--- config.mk ---
export PLATFORM = sky130hd
export DESIGN_NAME = dma_chain_engine
export DESIGN_NICKNAME = d
export VERILOG_FILES = /design/src/rtl/dma_chain_pkg.sv /design/src/rtl/dcd_regs.sv /design/src/rtl/dcd_walker.sv /design/src/rtl/dma_chain_engine.sv
export SDC_FILE = /design/constraint.sdc
export NUM_CORES = 1
export LEC_CHECK = 0
export ABC_CLOCK_PERIOD_IN_PS = 4200
export BUFFER_PORTS_ARGS = -buffer_cell sky130_fd_sc_hd__buf_2
export CORE_MARGIN = 4
export CORE_UTILIZATION = 35
export DETAILED_ROUTE_END_ITERATION = 10
export REMOVE_ABC_BUFFERS = 1
export SLEW_MARGIN = 10
export SYNTH_ARGS = -nofsm -noshare
export SYNTH_HDL_FRONTEND = slang
export SYNTH_SLANG_ARGS = --single-unit
--- constraint.sdc ---
create_clock -name clk -period 4.2 [get_ports clk]
set_clock_uncertainty 0.2 [all_clocks]
set_input_delay 0.21 -clock clk [delete_from_list [all_inputs] [get_ports clk]]
set_output_delay 0.21 -clock clk [all_outputs]
set_load 0.005 [all_outputs]
--- src/rtl/dma_chain_pkg.sv ---
package dma_chain_pkg;

    typedef enum logic [3:0] {
        ST_IDLE = 4'd0,
        ST_SUSP = 4'd1,
        ST_DRD  = 4'd2,
        ST_DCHK = 4'd3,
        ST_RDW  = 4'd4,
        ST_WRW  = 4'd5,
        ST_RD   = 4'd6,
        ST_WR   = 4'd7,
        ST_DCLS = 4'd8
    } dstate_e;

    // descriptor flag word bit positions
    localparam int F_OWN  = 31;
    localparam int F_CES  = 30;
    localparam int F_WRAP = 5;
    localparam int F_LINK = 4;
    localparam int F_LAST = 2;
    localparam int F_NOCP = 1;

    // register select codes
    localparam logic [1:0] RA_CTRL = 2'd0;
    localparam logic [1:0] RA_BASE = 2'd1;
    localparam logic [1:0] RA_STAT = 2'd2;
    localparam logic [1:0] RA_IEN  = 2'd3;

    // sticky status bits that exist (bit 3 is reserved)
    localparam logic [5:0] STAT_MASK = 6'b110111;

endpackage

--- src/rtl/dcd_regs.sv ---
module dcd_regs
    import dma_chain_pkg::*;
(
    input  logic        clk,
    input  logic        rst_n,
    input  logic        cfg_we,
    input  logic [1:0]  cfg_addr,
    input  logic [31:0] cfg_wdata,
    output logic [31:0] cfg_rdata,
    input  logic [3:0]  state_i,
    input  logic        ev_tx_i,
    input  logic        ev_rx_i,
    input  logic        ev_bus_i,
    input  logic        ev_unav_i,
    input  logic        ev_card_i,
    input  logic        halt_i,
    output logic        go_o,
    output logic        srst_o,
    output logic        tx_o,
    output logic [31:0] base_o,
    output logic        irq_o
);

    typedef struct packed {
        logic        en;
        logic        fixb;
        logic        tx;
        logic [31:0] base;
        logic [5:0]  stat;
        logic [9:0]  ien;
    } regs_s;

    regs_s reg_d, reg_q;
    logic        ctrl_wr;
    logic [31:0] stat_view;

    always_comb begin
        reg_d   = reg_q;
        ctrl_wr = cfg_we && (cfg_addr == RA_CTRL);
        if (ctrl_wr) begin
            reg_d.en   = cfg_wdata[7] & ~cfg_wdata[0];
            reg_d.fixb = cfg_wdata[1];
            reg_d.tx   = cfg_wdata[4];
        end else if (halt_i) begin
            reg_d.en = 1'b0;
        end
        if (cfg_we && (cfg_addr == RA_BASE)) reg_d.base = cfg_wdata;
        if (cfg_we && (cfg_addr == RA_IEN))  reg_d.ien  = cfg_wdata[9:0];
        if (cfg_we && (cfg_addr == RA_STAT))
            reg_d.stat = reg_q.stat & ~(cfg_wdata[5:0] & STAT_MASK);
        // new events win over a simultaneous clear
        reg_d.stat = reg_d.stat | {ev_card_i, ev_unav_i, 1'b0, ev_bus_i, ev_rx_i, ev_tx_i};

        stat_view        = 32'd0;
        stat_view[5:0]   = reg_q.stat;
        stat_view[8]     = reg_q.stat[0] | reg_q.stat[1];
        stat_view[9]     = reg_q.stat[2] | reg_q.stat[4] | reg_q.stat[5];
        stat_view[16:13] = state_i;

        case (cfg_addr)
            RA_CTRL: cfg_rdata = {24'd0, reg_q.en, 2'b00, reg_q.tx, 2'b00, reg_q.fixb, 1'b0};
            RA_BASE: cfg_rdata = reg_q.base;
            RA_STAT: cfg_rdata = stat_view;
            default: cfg_rdata = {22'd0, reg_q.ien};
        endcase
    end

    assign go_o   = ctrl_wr && cfg_wdata[7] && !cfg_wdata[0];
    assign srst_o = ctrl_wr && cfg_wdata[0];
    assign tx_o   = reg_q.tx;
    assign base_o = reg_q.base;
    assign irq_o  = |(stat_view[9:0] & reg_q.ien);

    always_ff @(posedge clk) begin
        if (!rst_n) reg_q <= '0;
        else        reg_q <= reg_d;
    end

    // completion or fault drops the enable unless software rewrites control
    assert_halt_drops_en_R9: assert property (@(posedge clk) disable iff (!rst_n)
        (halt_i && !ctrl_wr) |=> !reg_q.en);

    // a one written to a sticky bit clears it when no new event arrives
    assert_w1c_clears_R11: assert property (@(posedge clk) disable iff (!rst_n)
        (cfg_we && cfg_addr == RA_STAT && cfg_wdata[0] && !ev_tx_i) |=> !reg_q.stat[0]);

    // soft reset leaves the engine disabled
    assert_srst_disables_R13: assert property (@(posedge clk) disable iff (!rst_n)
        srst_o |=> !reg_q.en);

endmodule

--- src/rtl/dcd_walker.sv ---
module dcd_walker
    import dma_chain_pkg::*;
#(
    parameter int SIZE_BITS = 13
) (
    input  logic        clk,
    input  logic        rst_n,
    input  logic        go_i,
    input  logic        srst_i,
    input  logic        tx_i,
    input  logic [31:0] base_i,
    input  logic        card_err_i,
    output logic        mem_req,
    output logic        mem_we,
    output logic [31:0] mem_addr,
    output logic [31:0] mem_wdata,
    input  logic        mem_ack,
    input  logic        mem_err,
    input  logic [31:0] mem_rdata,
    output logic        fifo_push,
    output logic [31:0] fifo_wdata,
    input  logic        fifo_full,
    output logic        fifo_pop,
    input  logic [31:0] fifo_rdata,
    input  logic        fifo_empty,
    output logic [3:0]  state_o,
    output logic        ev_tx_o,
    output logic        ev_rx_o,
    output logic        ev_bus_o,
    output logic        ev_unav_o,
    output logic        ev_card_o,
    output logic        halt_o
);

    localparam int REM_W = SIZE_BITS + 1;

    typedef struct packed {
        dstate_e              st;
        logic [1:0]           widx;
        logic [31:0]          cur;
        logic [31:0]          w0;
        logic [SIZE_BITS-1:0] sz;
        logic [31:0]          w2;
        logic [31:0]          w3;
        logic [REM_W-1:0]     rem;
        logic [31:0]          ptr;
        logic [31:0]          data;
        logic                 ces;
    } walk_s;

    walk_s wk_d, wk_q;
    logic  moving;

    always_comb begin
        wk_d       = wk_q;
        mem_req    = 1'b0;
        mem_we     = 1'b0;
        mem_addr   = wk_q.ptr;
        mem_wdata  = wk_q.data;
        fifo_push  = 1'b0;
        fifo_pop   = 1'b0;
        ev_tx_o    = 1'b0;
        ev_rx_o    = 1'b0;
        ev_bus_o   = 1'b0;
        ev_unav_o  = 1'b0;
        halt_o     = 1'b0;
        moving     = (wk_q.st == ST_RDW) || (wk_q.st == ST_WRW) ||
                     (wk_q.st == ST_RD)  || (wk_q.st == ST_WR);

        case (wk_q.st)
            ST_IDLE: if (go_i) begin
                wk_d.cur  = base_i;
                wk_d.widx = 2'd0;
                wk_d.st   = ST_DRD;
            end
            ST_SUSP: if (go_i) begin
                wk_d.widx = 2'd0;
                wk_d.st   = ST_DRD;
            end
            ST_DRD: begin
                mem_req  = 1'b1;
                mem_addr = wk_q.cur + 32'({wk_q.widx, 2'b00});
                if (mem_ack) begin
                    if (mem_err) begin
                        ev_bus_o = 1'b1;
                        halt_o   = 1'b1;
                        wk_d.st  = ST_IDLE;
                    end else begin
                        case (wk_q.widx)
                            2'd0:    wk_d.w0 = mem_rdata;
                            2'd1:    wk_d.sz = mem_rdata[SIZE_BITS-1:0];
                            2'd2:    wk_d.w2 = mem_rdata;
                            default: wk_d.w3 = mem_rdata;
                        endcase
                        wk_d.widx = wk_q.widx + 2'd1;
                        if (wk_q.widx == 2'd3) wk_d.st = ST_DCHK;
                    end
                end
            end
            ST_DCHK: begin
                if (!wk_q.w0[F_OWN]) begin
                    ev_unav_o = 1'b1;
                    wk_d.st   = ST_SUSP;
                end else begin
                    wk_d.rem = (wk_q.sz == '0) ? (REM_W'(1) << SIZE_BITS) : {1'b0, wk_q.sz};
                    wk_d.ptr = wk_q.w2;
                    wk_d.ces = 1'b0;
                    wk_d.st  = tx_i ? ST_RDW : ST_WRW;
                end
            end
            ST_RDW: if (!fifo_full) wk_d.st = ST_RD;
            ST_RD: begin
                mem_req  = !fifo_full;
                mem_addr = wk_q.ptr;
                if (mem_req && mem_ack) begin
                    if (mem_err) begin
                        ev_bus_o = 1'b1;
                        halt_o   = 1'b1;
                        wk_d.st  = ST_IDLE;
                    end else begin
                        fifo_push = 1'b1;
                        wk_d.ptr  = wk_q.ptr + 32'd4;
                        wk_d.rem  = wk_q.rem - REM_W'(4);
                        wk_d.st   = (wk_q.rem <= REM_W'(4)) ? ST_DCLS : ST_RDW;
                    end
                end
            end
            ST_WRW: if (!fifo_empty) begin
                fifo_pop  = 1'b1;
                wk_d.data = fifo_rdata;
                wk_d.st   = ST_WR;
            end
            ST_WR: begin
                mem_req   = 1'b1;
                mem_we    = 1'b1;
                mem_addr  = wk_q.ptr;
                mem_wdata = wk_q.data;
                if (mem_ack) begin
                    if (mem_err) begin
                        ev_bus_o = 1'b1;
                        halt_o   = 1'b1;
                        wk_d.st  = ST_IDLE;
                    end else begin
                        wk_d.ptr = wk_q.ptr + 32'd4;
                        wk_d.rem = wk_q.rem - REM_W'(4);
                        wk_d.st  = (wk_q.rem <= REM_W'(4)) ? ST_DCLS : ST_WRW;
                    end
                end
            end
            ST_DCLS: begin
                mem_req   = 1'b1;
                mem_we    = 1'b1;
                mem_addr  = wk_q.cur;
                mem_wdata = {1'b0, wk_q.w0[F_CES] | wk_q.ces, wk_q.w0[29:0]};
                if (mem_ack) begin
                    if (mem_err) begin
                        ev_bus_o = 1'b1;
                        halt_o   = 1'b1;
                        wk_d.st  = ST_IDLE;
                    end else if (wk_q.w0[F_LAST]) begin
                        ev_tx_o = tx_i && !wk_q.w0[F_NOCP];
                        ev_rx_o = !tx_i && !wk_q.w0[F_NOCP];
                        halt_o  = 1'b1;
                        wk_d.st = ST_IDLE;
                    end else begin
                        if (wk_q.w0[F_LINK])      wk_d.cur = wk_q.w3;
                        else if (wk_q.w0[F_WRAP]) wk_d.cur = base_i;
                        else                      wk_d.cur = wk_q.cur + 32'd16;
                        wk_d.widx = 2'd0;
                        wk_d.st   = ST_DRD;
                    end
                end
            end
            default: wk_d.st = ST_IDLE;
        endcase

        if (moving && card_err_i) wk_d.ces = 1'b1;
        if (srst_i) wk_d.st = ST_IDLE;
    end

    assign fifo_wdata = mem_rdata;
    assign ev_card_o  = moving && card_err_i;
    assign state_o    = wk_q.st;

    always_ff @(posedge clk) begin
        if (!rst_n) begin
            wk_q    <= '0;
            wk_q.st <= ST_IDLE;
        end else begin
            wk_q <= wk_d;
        end
    end

    assert_push_room_R5: assert property (@(posedge clk) disable iff (!rst_n)
        fifo_push |-> !fifo_full);

    assert_pop_data_R6: assert property (@(posedge clk) disable iff (!rst_n)
        fifo_pop |-> !fifo_empty);

    assert_req_hold_R2: assert property (@(posedge clk) disable iff (!rst_n)
        (mem_req && !mem_ack && !srst_i && wk_q.st != ST_RD) |=> (mem_req && $stable(mem_addr)));

    assert_unav_suspends_R3: assert property (@(posedge clk) disable iff (!rst_n)
        (ev_unav_o && !srst_i) |=> (wk_q.st == ST_SUSP));

    assert_state_code_R11: assert property (@(posedge clk) disable iff (!rst_n)
        wk_q.st <= ST_DCLS);

endmodule

--- src/rtl/dma_chain_engine.sv ---
module dma_chain_engine #(
    parameter int SIZE_BITS = 13
) (
    input  logic        clk,
    input  logic        rst_n,
    input  logic        cfg_we,
    input  logic [1:0]  cfg_addr,
    input  logic [31:0] cfg_wdata,
    output logic [31:0] cfg_rdata,
    output logic        irq,
    output logic        mem_req,
    output logic        mem_we,
    output logic [31:0] mem_addr,
    output logic [31:0] mem_wdata,
    input  logic        mem_ack,
    input  logic        mem_err,
    input  logic [31:0] mem_rdata,
    output logic        fifo_push,
    output logic [31:0] fifo_wdata,
    input  logic        fifo_full,
    output logic        fifo_pop,
    input  logic [31:0] fifo_rdata,
    input  logic        fifo_empty,
    input  logic        card_err
);

    logic        go, srst, tx, halt;
    logic        ev_tx, ev_rx, ev_bus, ev_unav, ev_card;
    logic [31:0] base;
    logic [3:0]  state;

    dcd_regs u_regs (
        .clk       (clk),
        .rst_n     (rst_n),
        .cfg_we    (cfg_we),
        .cfg_addr  (cfg_addr),
        .cfg_wdata (cfg_wdata),
        .cfg_rdata (cfg_rdata),
        .state_i   (state),
        .ev_tx_i   (ev_tx),
        .ev_rx_i   (ev_rx),
        .ev_bus_i  (ev_bus),
        .ev_unav_i (ev_unav),
        .ev_card_i (ev_card),
        .halt_i    (halt),
        .go_o      (go),
        .srst_o    (srst),
        .tx_o      (tx),
        .base_o    (base),
        .irq_o     (irq)
    );

    dcd_walker #(.SIZE_BITS(SIZE_BITS)) u_walker (
        .clk        (clk),
        .rst_n      (rst_n),
        .go_i       (go),
        .srst_i     (srst),
        .tx_i       (tx),
        .base_i     (base),
        .card_err_i (card_err),
        .mem_req    (mem_req),
        .mem_we     (mem_we),
        .mem_addr   (mem_addr),
        .mem_wdata  (mem_wdata),
        .mem_ack    (mem_ack),
        .mem_err    (mem_err),
        .mem_rdata  (mem_rdata),
        .fifo_push  (fifo_push),
        .fifo_wdata (fifo_wdata),
        .fifo_full  (fifo_full),
        .fifo_pop   (fifo_pop),
        .fifo_rdata (fifo_rdata),
        .fifo_empty (fifo_empty),
        .state_o    (state),
        .ev_tx_o    (ev_tx),
        .ev_rx_o    (ev_rx),
        .ev_bus_o   (ev_bus),
        .ev_unav_o  (ev_unav),
        .ev_card_o  (ev_card),
        .halt_o     (halt)
    );

endmodule

Yosys cells after proc, flatten, opt, wreduce, memory -nomap -nowiden. Cells that the tools add are included.

Input bits: 106. Output and inout port bits: 133. Logic and storage cells: 174. Register bits after elaboration: 277.

Add/sub/neg operators: 5. Reductions and logical operators: 44. Magnitude comparators: 1. Equal/unequal tests: 27. Muxes and demuxes: 66. Bitwise gates (word level): 14.

Operators by type and width (number): $mux W46 (4); $pmux W46 S3 (1); $pmux W32 S2 (2); $mux W32 (3); $pmux W32 S3 (1); $mux W38 (2); $mux W34 (2); $mux W4 (12); $pmux W4 S9 (1); $add A32 B3 Y32 const B (1); $add A32 B4 Y32 (1); $add A32 B5 Y32 const B (1); $mux W1 (28); $ne A2 B2 Y1 const B (11); $reduce_and A4 Y1 (5); $mux W6 (3); $eq A4 B3 Y1 const B (4); $le A14 B3 Y1 const B (1); $mux W14 (1); $sub A14 B3 Y14 const B (1); $logic_not A13 Y1 (1); $logic_and A1 B1 Y1 (11); $and A10 B10 Y10 (1); $reduce_or A10 Y1 (1); other kinds (31) (58).

Depth between registers and ports, before layout. Gate-level depths: netlist of the first run.

Depth after elaboration: 7. Mapped depth: 9. Depth with buffers taken out: 7.

By module. A second synthesis of the first run with hierarchy kept.

Cell total of the unflattened synthesis: 2035. Area, all modules: 14974.4 sq um.

By module, submodules not included: dcd_walker (area each 12394.4 sq um, instances 1, seq. area each 4524.3 sq um, cells each 1725); dcd_regs (area each 2580.0 sq um, instances 1, seq. area each 1001.0 sq um, cells each 310).

Worst setup path after synthesis of the first run. No wires, ideal clock.

Kind: reg2out. Start point: register u_walker.wk_q[193] (netlist bit). End point: output port mem_addr[22]. Slack: 1.873 ns. Data arrival time: 1.917 ns. Path buffers: 0. Stages on the path, launching flop included: 7. Required time: 3.790 ns. Cell sequence: dfxtp_1 -> ha_1 -> nand4_2 -> nor4_2 -> nand3_1 -> or3_1 -> nand3_1.

Word-level cells in the longest chain between the ends: 2.

RTL lines: start, declared (RTL line dcd_walker.sv:51) `walk_s wk_d, wk_q;`; start signal, assigned (RTL line dcd_walker.sv:190) `wk_q <= wk_d;`; $add A32 B4 Y32 (RTL line dcd_walker.sv:82) `mem_addr = wk_q.cur + 32'({wk_q.widx, 2'b00});`; $pmux W32 S2 (RTL line dcd_walker.sv:70) `case (wk_q.st)`; end, declared (RTL line dma_chain_engine.sv:13) `output logic [31:0] mem_addr,`.

No other way between the ends.

Final worst setup path of the first run.
Start point: register u_walker.wk_q[220] (netlist bit). End point: output port mem_addr[10].

Same word-level chain as after synthesis.

==> flow_summary.toml, run 1 <==
[timing]
setup-violations-final = 0
whs_ns = 0.0505
tightestPinTransition_ns = 1.23
period_share_pct = 91.4
grt_setup_unrepaired = "false"
finalSetupTns_ns = 0
slew_headroom_pct = 17.8
fin_crit_ns = 3.84
max_freq_mhz = 260
slew_violations = 0
hold_viol = 0

[global_route]
overflow = 0
grt_pass1_vias = 14700
grt_start_max_net_pins = 93
grt_antenna_before_repair = 0
grt_pass1_wl_mm = 87.5
grt_usage_pct = 24.8

[floorplan]
die_x_um = 212
start_util_pct = 35.5
pin_count = 239
rows = 74
die_area_sq_um = 44800
core_region_area_sq_um = 40900
die_h_um = 212

[run_status]
outcome = "complete, no violations"

[route]
antenna_left = 0
firstDrtPassIters = 6
routed_wl_mm = 57.8
drc = 0
wl_met1_mm = 24.9
num_vias = 15500
viasPerCell = 5.61
met3_length_mm = 4.55
first_iter_violations = 1345
wl_met2_mm = 26.3
wl_per_cell_um = 20.8
top_layer_used = "met4"

[logic_synthesis]
syn_avg_cell_area_sq_um = 7.29
synth_top_area_share_pct = 38.0
yosysSeqAreaShare_pct = 38.0
synth.area.top_cells = "dfxtp_1 38%, nand2_1 15%, a21oi_1 9.9%"
synth.largest_area_cell = "dfxtp_1"
synth_cells = 1993
synth_seq_cells = 276
synth_most_common_cell = "nand2_1"
async_flop_share_pct = 0
synth_cell_types = 91
synth_edf_count = 0
syn_area_sq_um = 14500
ys.flop_type = "dfxtp_1"
yosysWarnings = 0
synth_common_cells = "596 x nand2_1, 287 x a21oi_1, 276 x dfxtp_1"

[worst_hold_path]
holdCritStartpoint = "fifo_full"
hp-class = "primary input to flop"

[clocking]
cts_num_sinks = 276
clk_pin_slew_ns = 0.06
hold_buffers = 102
cts_tree = "built"
clock_tree.root_cell = "clkbuf_16"
cts_max_level = 2
cts.repair.resized = 0
cts_buffers = 35
clk_latency_ns = 0.54
postCtsSetupBuffers = 0
clockBufferDepth = 3

[setup_path]
arrival_ns = 3.43
crit_start = "u_walker.wk_q[220]"
required_ns = 3.79
criticalPathCategory = "flop to output port"
cp_max_fo = 16
r2r-start = "u_walker.state_o[2]"
critPathCaptureType = "output port"
start_kind = "flop"

[finish]
nets = 2331
multiInputGateArea_sq_um = 8050
fillCellCount = 4155
regArea_sq_um = 5530
final_cells = 2773
drive_gt1_share_pct = 16.9
postLayoutCoreUtil_pct = 43.9
area_growth_pct = 23.6

[place]
gp_congestion = 0.940
dp.cells = 2606
io_buffers = 238
hpwl_mm = 40.8

[power_and_ir_drop]
power.leakage_nw = 6.83
ir_worst_vdd_v = 0.000217
power_density_nw_per_um2 = 344

[run]
drv_cap = 0
[path summary, 6_finish.rpt]
kind / endpoint / depth (start not counted) / slack (ns)
min: u_walker.wk_q[63] / 4 / 0.05
max reg2reg: u_walker.state_o[1] / 6 / 1.08
max: mem_addr[10] / 5 / 0.36
min reg2reg: u_walker.wk_q[32] / 2 / 0.25
[registers in the layout (all words and copies together), names as in the netlist]
signal,cells
u_regs.base_o,32
u_walker.state_o,4
u_regs.tx_o,1
u_regs.reg_q,17
u_walker.wk_q,222
[metal layers]
layer | track usage, % | vias to the layer above
met2 | 39.5 | 630
met3 | 5.28 | 100
met5 | 0 | -
met4 | 8.37 | 0
li1 | - | 7415
met1 | 33.6 | 7403
[layout make-up]
class / instances / area share, %
multi-input cells: 1506 / 44.8
flip-flops and latches: 276 / 30.8
repair buffers: 377 / 13.9
clock buffers: 51 / 5.67
well taps: 532 / 3.71
clock inverters: 12 / 0.711
inverters: 17 / 0.383
diodes: 2 / 0.0279
[critical path, stage by stage (launching register included)]
cell and delay (ns):
dfxtp_1 0.43, ha_1 0.26, fa_1 0.64, nand2_1 0.44, o311ai_0 0.87, buf_2 0.24
[logic make-up after synthesis]
group	Yosys count	synth area share (%)
and+or+nand+nor	913	28.9
AOI/OAI and AO/OA	563	23.9
DFF	276	38.0
buffers and inverters	211	6.75
muxes	14	1.20
adders and majority gates	12	1.08
xor gates and xnor gates	4	0.241
[stage by stage]
| stage | power, mW | setup slack (ns) | area (sq um) |
|---|---|---|---|
| finish | 6.17 | 0.359 | 18000 |
| global placement | 3.14 | 1.06 | 15800 |
| detailed placement | 3.14 | 1.05 | 15800 |
| global route | 6.38 | 0.194 | 18000 |
| CTS | 6.24 | 0.457 | 18000 |
| floorplan | 2.89 | 0.202 | 13600 |
[power breakdown]
group	internal, mW	leakage, nW	switching (mW)
Sequential	2.65	2.23	0.0310
Combinational	0.191	4.05	0.293
Clock	1.81	0.549	1.20
[layout by cell type (no fill, tap or decap), types with 9 or more instances in the layout]
cell | Yosys | final
o22ai_1 | 17 | 17
a22o_1 | 16 | 16
nand4_1 | 28 | 28
a21oi_1 | 287 | 286
a22oi_1 | 23 | 23
o31a_1 | 11 | 11
clkbuf_16 | 0 | 37
inv_1 | 16 | 16
buf_2 | 47 | 238
buf_4 | 34 | 36
nor4_1 | 19 | 19
and3_1 | 21 | 21
nor2b_1 | 11 | 11
dfxtp_1 | 276 | 276
nor3_1 | 20 | 20
o21a_1 | 11 | 11
o21ai_0 | 66 | 66
or3_1 | 14 | 14
ha_1 | 11 | 11
a31oi_1 | 24 | 24
nand3_1 | 52 | 52
clkbuf_1 | 103 | 10
and2_1 | 28 | 28
nor2_1 | 68 | 67
o311ai_0 | 9 | 9
o31ai_1 | 11 | 11
dlygate4sd3_1 | 0 | 102
nand2_1 | 596 | 596
o211ai_1 | 15 | 15
Power figures use the tool's default switching activity.
==> inputs of run 2 (changes only) <==
Settings changed: SYNTH_HIERARCHICAL set to 1.
==> run 2 against run 1 <==
Net effect:
- final area up 0.71%
- setup slack gained 0.25 ns
- highest routed layer unchanged
- sequential power hardly changed
- sequential share of layout area down 0.22 points
- worst hold slack lost 0.027 ns
- maximum frequency is 7.0% higher
- critical path type unchanged
==> flow_summary.toml, run 2 <==
[floorplan]
die_area_sq_um = 46200
pin_count = 239
rows = 75
start_util_pct = 35.5
die_x_um = 215
core_region_area_sq_um = 42100
die_h_um = 215

[power_and_ir_drop]
ir_worst_vdd_v = 0.000243
power_density_nw_per_um2 = 336
power.leakage_nw = 6.86

[clocking]
postCtsSetupBuffers = 0
cts_num_sinks = 276
cts_tree = "built"
cts_buffers = 34
clock_tree.root_cell = "clkbuf_16"
clk_pin_slew_ns = 0.06
cts_max_level = 2
clk_latency_ns = 0.54
clockBufferDepth = 3

[setup_path]
r2r-end = "u_walker/wk_q[176]"
cp-endpoint = "mem_addr[15]"
crit_start = "u_walker/wk_q[198]"
reg2reg_depth = 6
r2r_setup_slack_ns = 1.09
arrival_ns = 3.18
start_kind = "flop"
critPathCaptureType = "output port"
cp_max_fo = 11
required_ns = 3.79
r2r-start = "u_walker/state_o[1]"
criticalPathCategory = "flop to output port"

[worst_hold_path]
min_path_cells = 4
holdCritStartpoint = "rst_n"
hp-class = "primary input to flop"

[route]
firstDrtPassIters = 8
antenna_left = 0
viasPerCell = 5.62
first_iter_violations = 1237
num_vias = 15700
routed_wl_mm = 59.3
wl_per_cell_um = 21.3
drc = 0

[place]
io_buffers = 238
hpwl_mm = 41.7
gp_congestion = 0.913

[timing]
tightestPinTransition_ns = 1.13
period_share_pct = 85.5
hold_viol = 0
max_freq_mhz = 278
setup-violations-final = 0
slew_violations = 0
finalSetupTns_ns = 0
slew_headroom_pct = 24.8
grt_setup_unrepaired = "false"
fin_crit_ns = 3.59

[finish]
regMostFlops = "u_walker/wk_q"
area_growth_pct = 20.8
largest_register_ffs = 222
postLayoutCoreUtil_pct = 42.9
nets = 2340
fillCellCount = 4313
most-common-layout-cells = "582 x nand2_1, 276 x dfxtp_1, 238 x buf_2"
final_common_cell = "nand2_1"
drive_gt1_share_pct = 16.1

[logic_synthesis]
synth_cell_types = 85
synth.largest_area_cell = "dfxtp_1"
synth_top_area_share_pct = 36.9
ys.flop_type = "dfxtp_1"
synth_common_cells = "582 x nand2_1, 276 x dfxtp_1, 216 x a21oi_1"
synth.area.top_cells = "dfxtp_1 37%, nand2_1 15%, a21oi_1 7.2%"
async_flop_share_pct = 0
yosysSeqAreaShare_pct = 36.9
synth_edf_count = 0
synth_seq_cells = 276
synth_most_common_cell = "nand2_1"
syn_avg_cell_area_sq_um = 7.36
yosysWarnings = 6
synth_cells = 2035
syn_area_sq_um = 15000

[run_status]
outcome = "complete, no violations"

[global_route]
grt_usage_pct = 24.6
grt_antenna_before_repair = 0
grt_pass1_vias = 15100
grt_start_max_net_pins = 104
grt_pass1_wl_mm = 90.0
overflow = 0

[run]
drv_cap = 0
run 2: what timing repair did:
item	4_1_cts	5_1_grt
gates resized for setup	0	0
hold buffers	102	0
hold endpoints to repair	194	0
run 2: layout make-up:
cell class | instances | area (sq um) | area share, %
Multi-Input combinational cell | 1503 | 8160 | 45.1
Inverter | 28 | 110 | 0.609
Timing Repair Buffer | 379 | 2520 | 13.9
Tap cell | 539 | 674 | 3.73
Sequential cell | 276 | 5530 | 30.5
Clock inverter | 12 | 113 | 0.623
Clock buffer | 49 | 987 | 5.46
Antenna cell | 1 | 2.50 | 0.0138
run 2: per-layer routing:
metal	share of wire, %	wire, um	track usage (%)	vias up
met4	3.6	2160	9.38	0
met2	46	27500	40.3	560
met1	44	26200	32.8	7549
li1	-	-	-	7460
met5	0	0	0	-
met3	5.6	3350	3.77	102
run 2: through the flow:
stage	setup WS [ns]	cell area (sq um)	hold slack, ns	cells	total power, mW
floorplan	-1.70	13800	0.110	1807	2.90
global placement	1.12	16000	0.234	2623	3.17
detailed placement	1.11	16000	0.246	2623	3.17
CTS	0.599	18100	0.00266	2786	6.15
global route	0.402	18100	0.0407	2786	6.29
finish	0.609	18100	0.0234	2787	6.08
run 2: worst min path at each step:
stage / end / slack (ns)
finish: u_walker/wk_q[51] / 0.02
detailed placement: u_walker/wk_q[115] / 0.25
global placement: u_walker/wk_q[34] / 0.23
CTS: u_regs/reg_q[14] / 0.003
floorplan: u_regs/reg_q[10] / 0.11
global route: u_regs/reg_q[10] / 0.04
run 2: logic make-up after synthesis:
group	count (synthesis)	share of synthesized area (%)
AND/OR/NAND/NOR	883	26.6
AO/OA/AOI/OAI	577	24.5
flip-flops	276	36.9
buffers and inverters	256	8.80
multiplexers	18	1.40
XOR/XNOR	13	0.760
adder cells (fa/ha/maj)	12	1.05
run 2: power breakdown:
| group | leakage, nW | internal [mW] | switching [mW] |
|---|---|---|---|
| Clock | 0.539 | 1.71 | 1.18 |
| Sequential | 2.23 | 2.65 | 0.0383 |
| Combinational | 4.09 | 0.203 | 0.299 |
run 2: critical path, stage by stage, from the launching register on:
cell	delay [ns]
dfxtp_1	0.59
nand3_1	0.32
nor4_1	0.44
nand2_1	0.27
o311ai_0	0.69
buf_4	0.21
buf_2	0.10
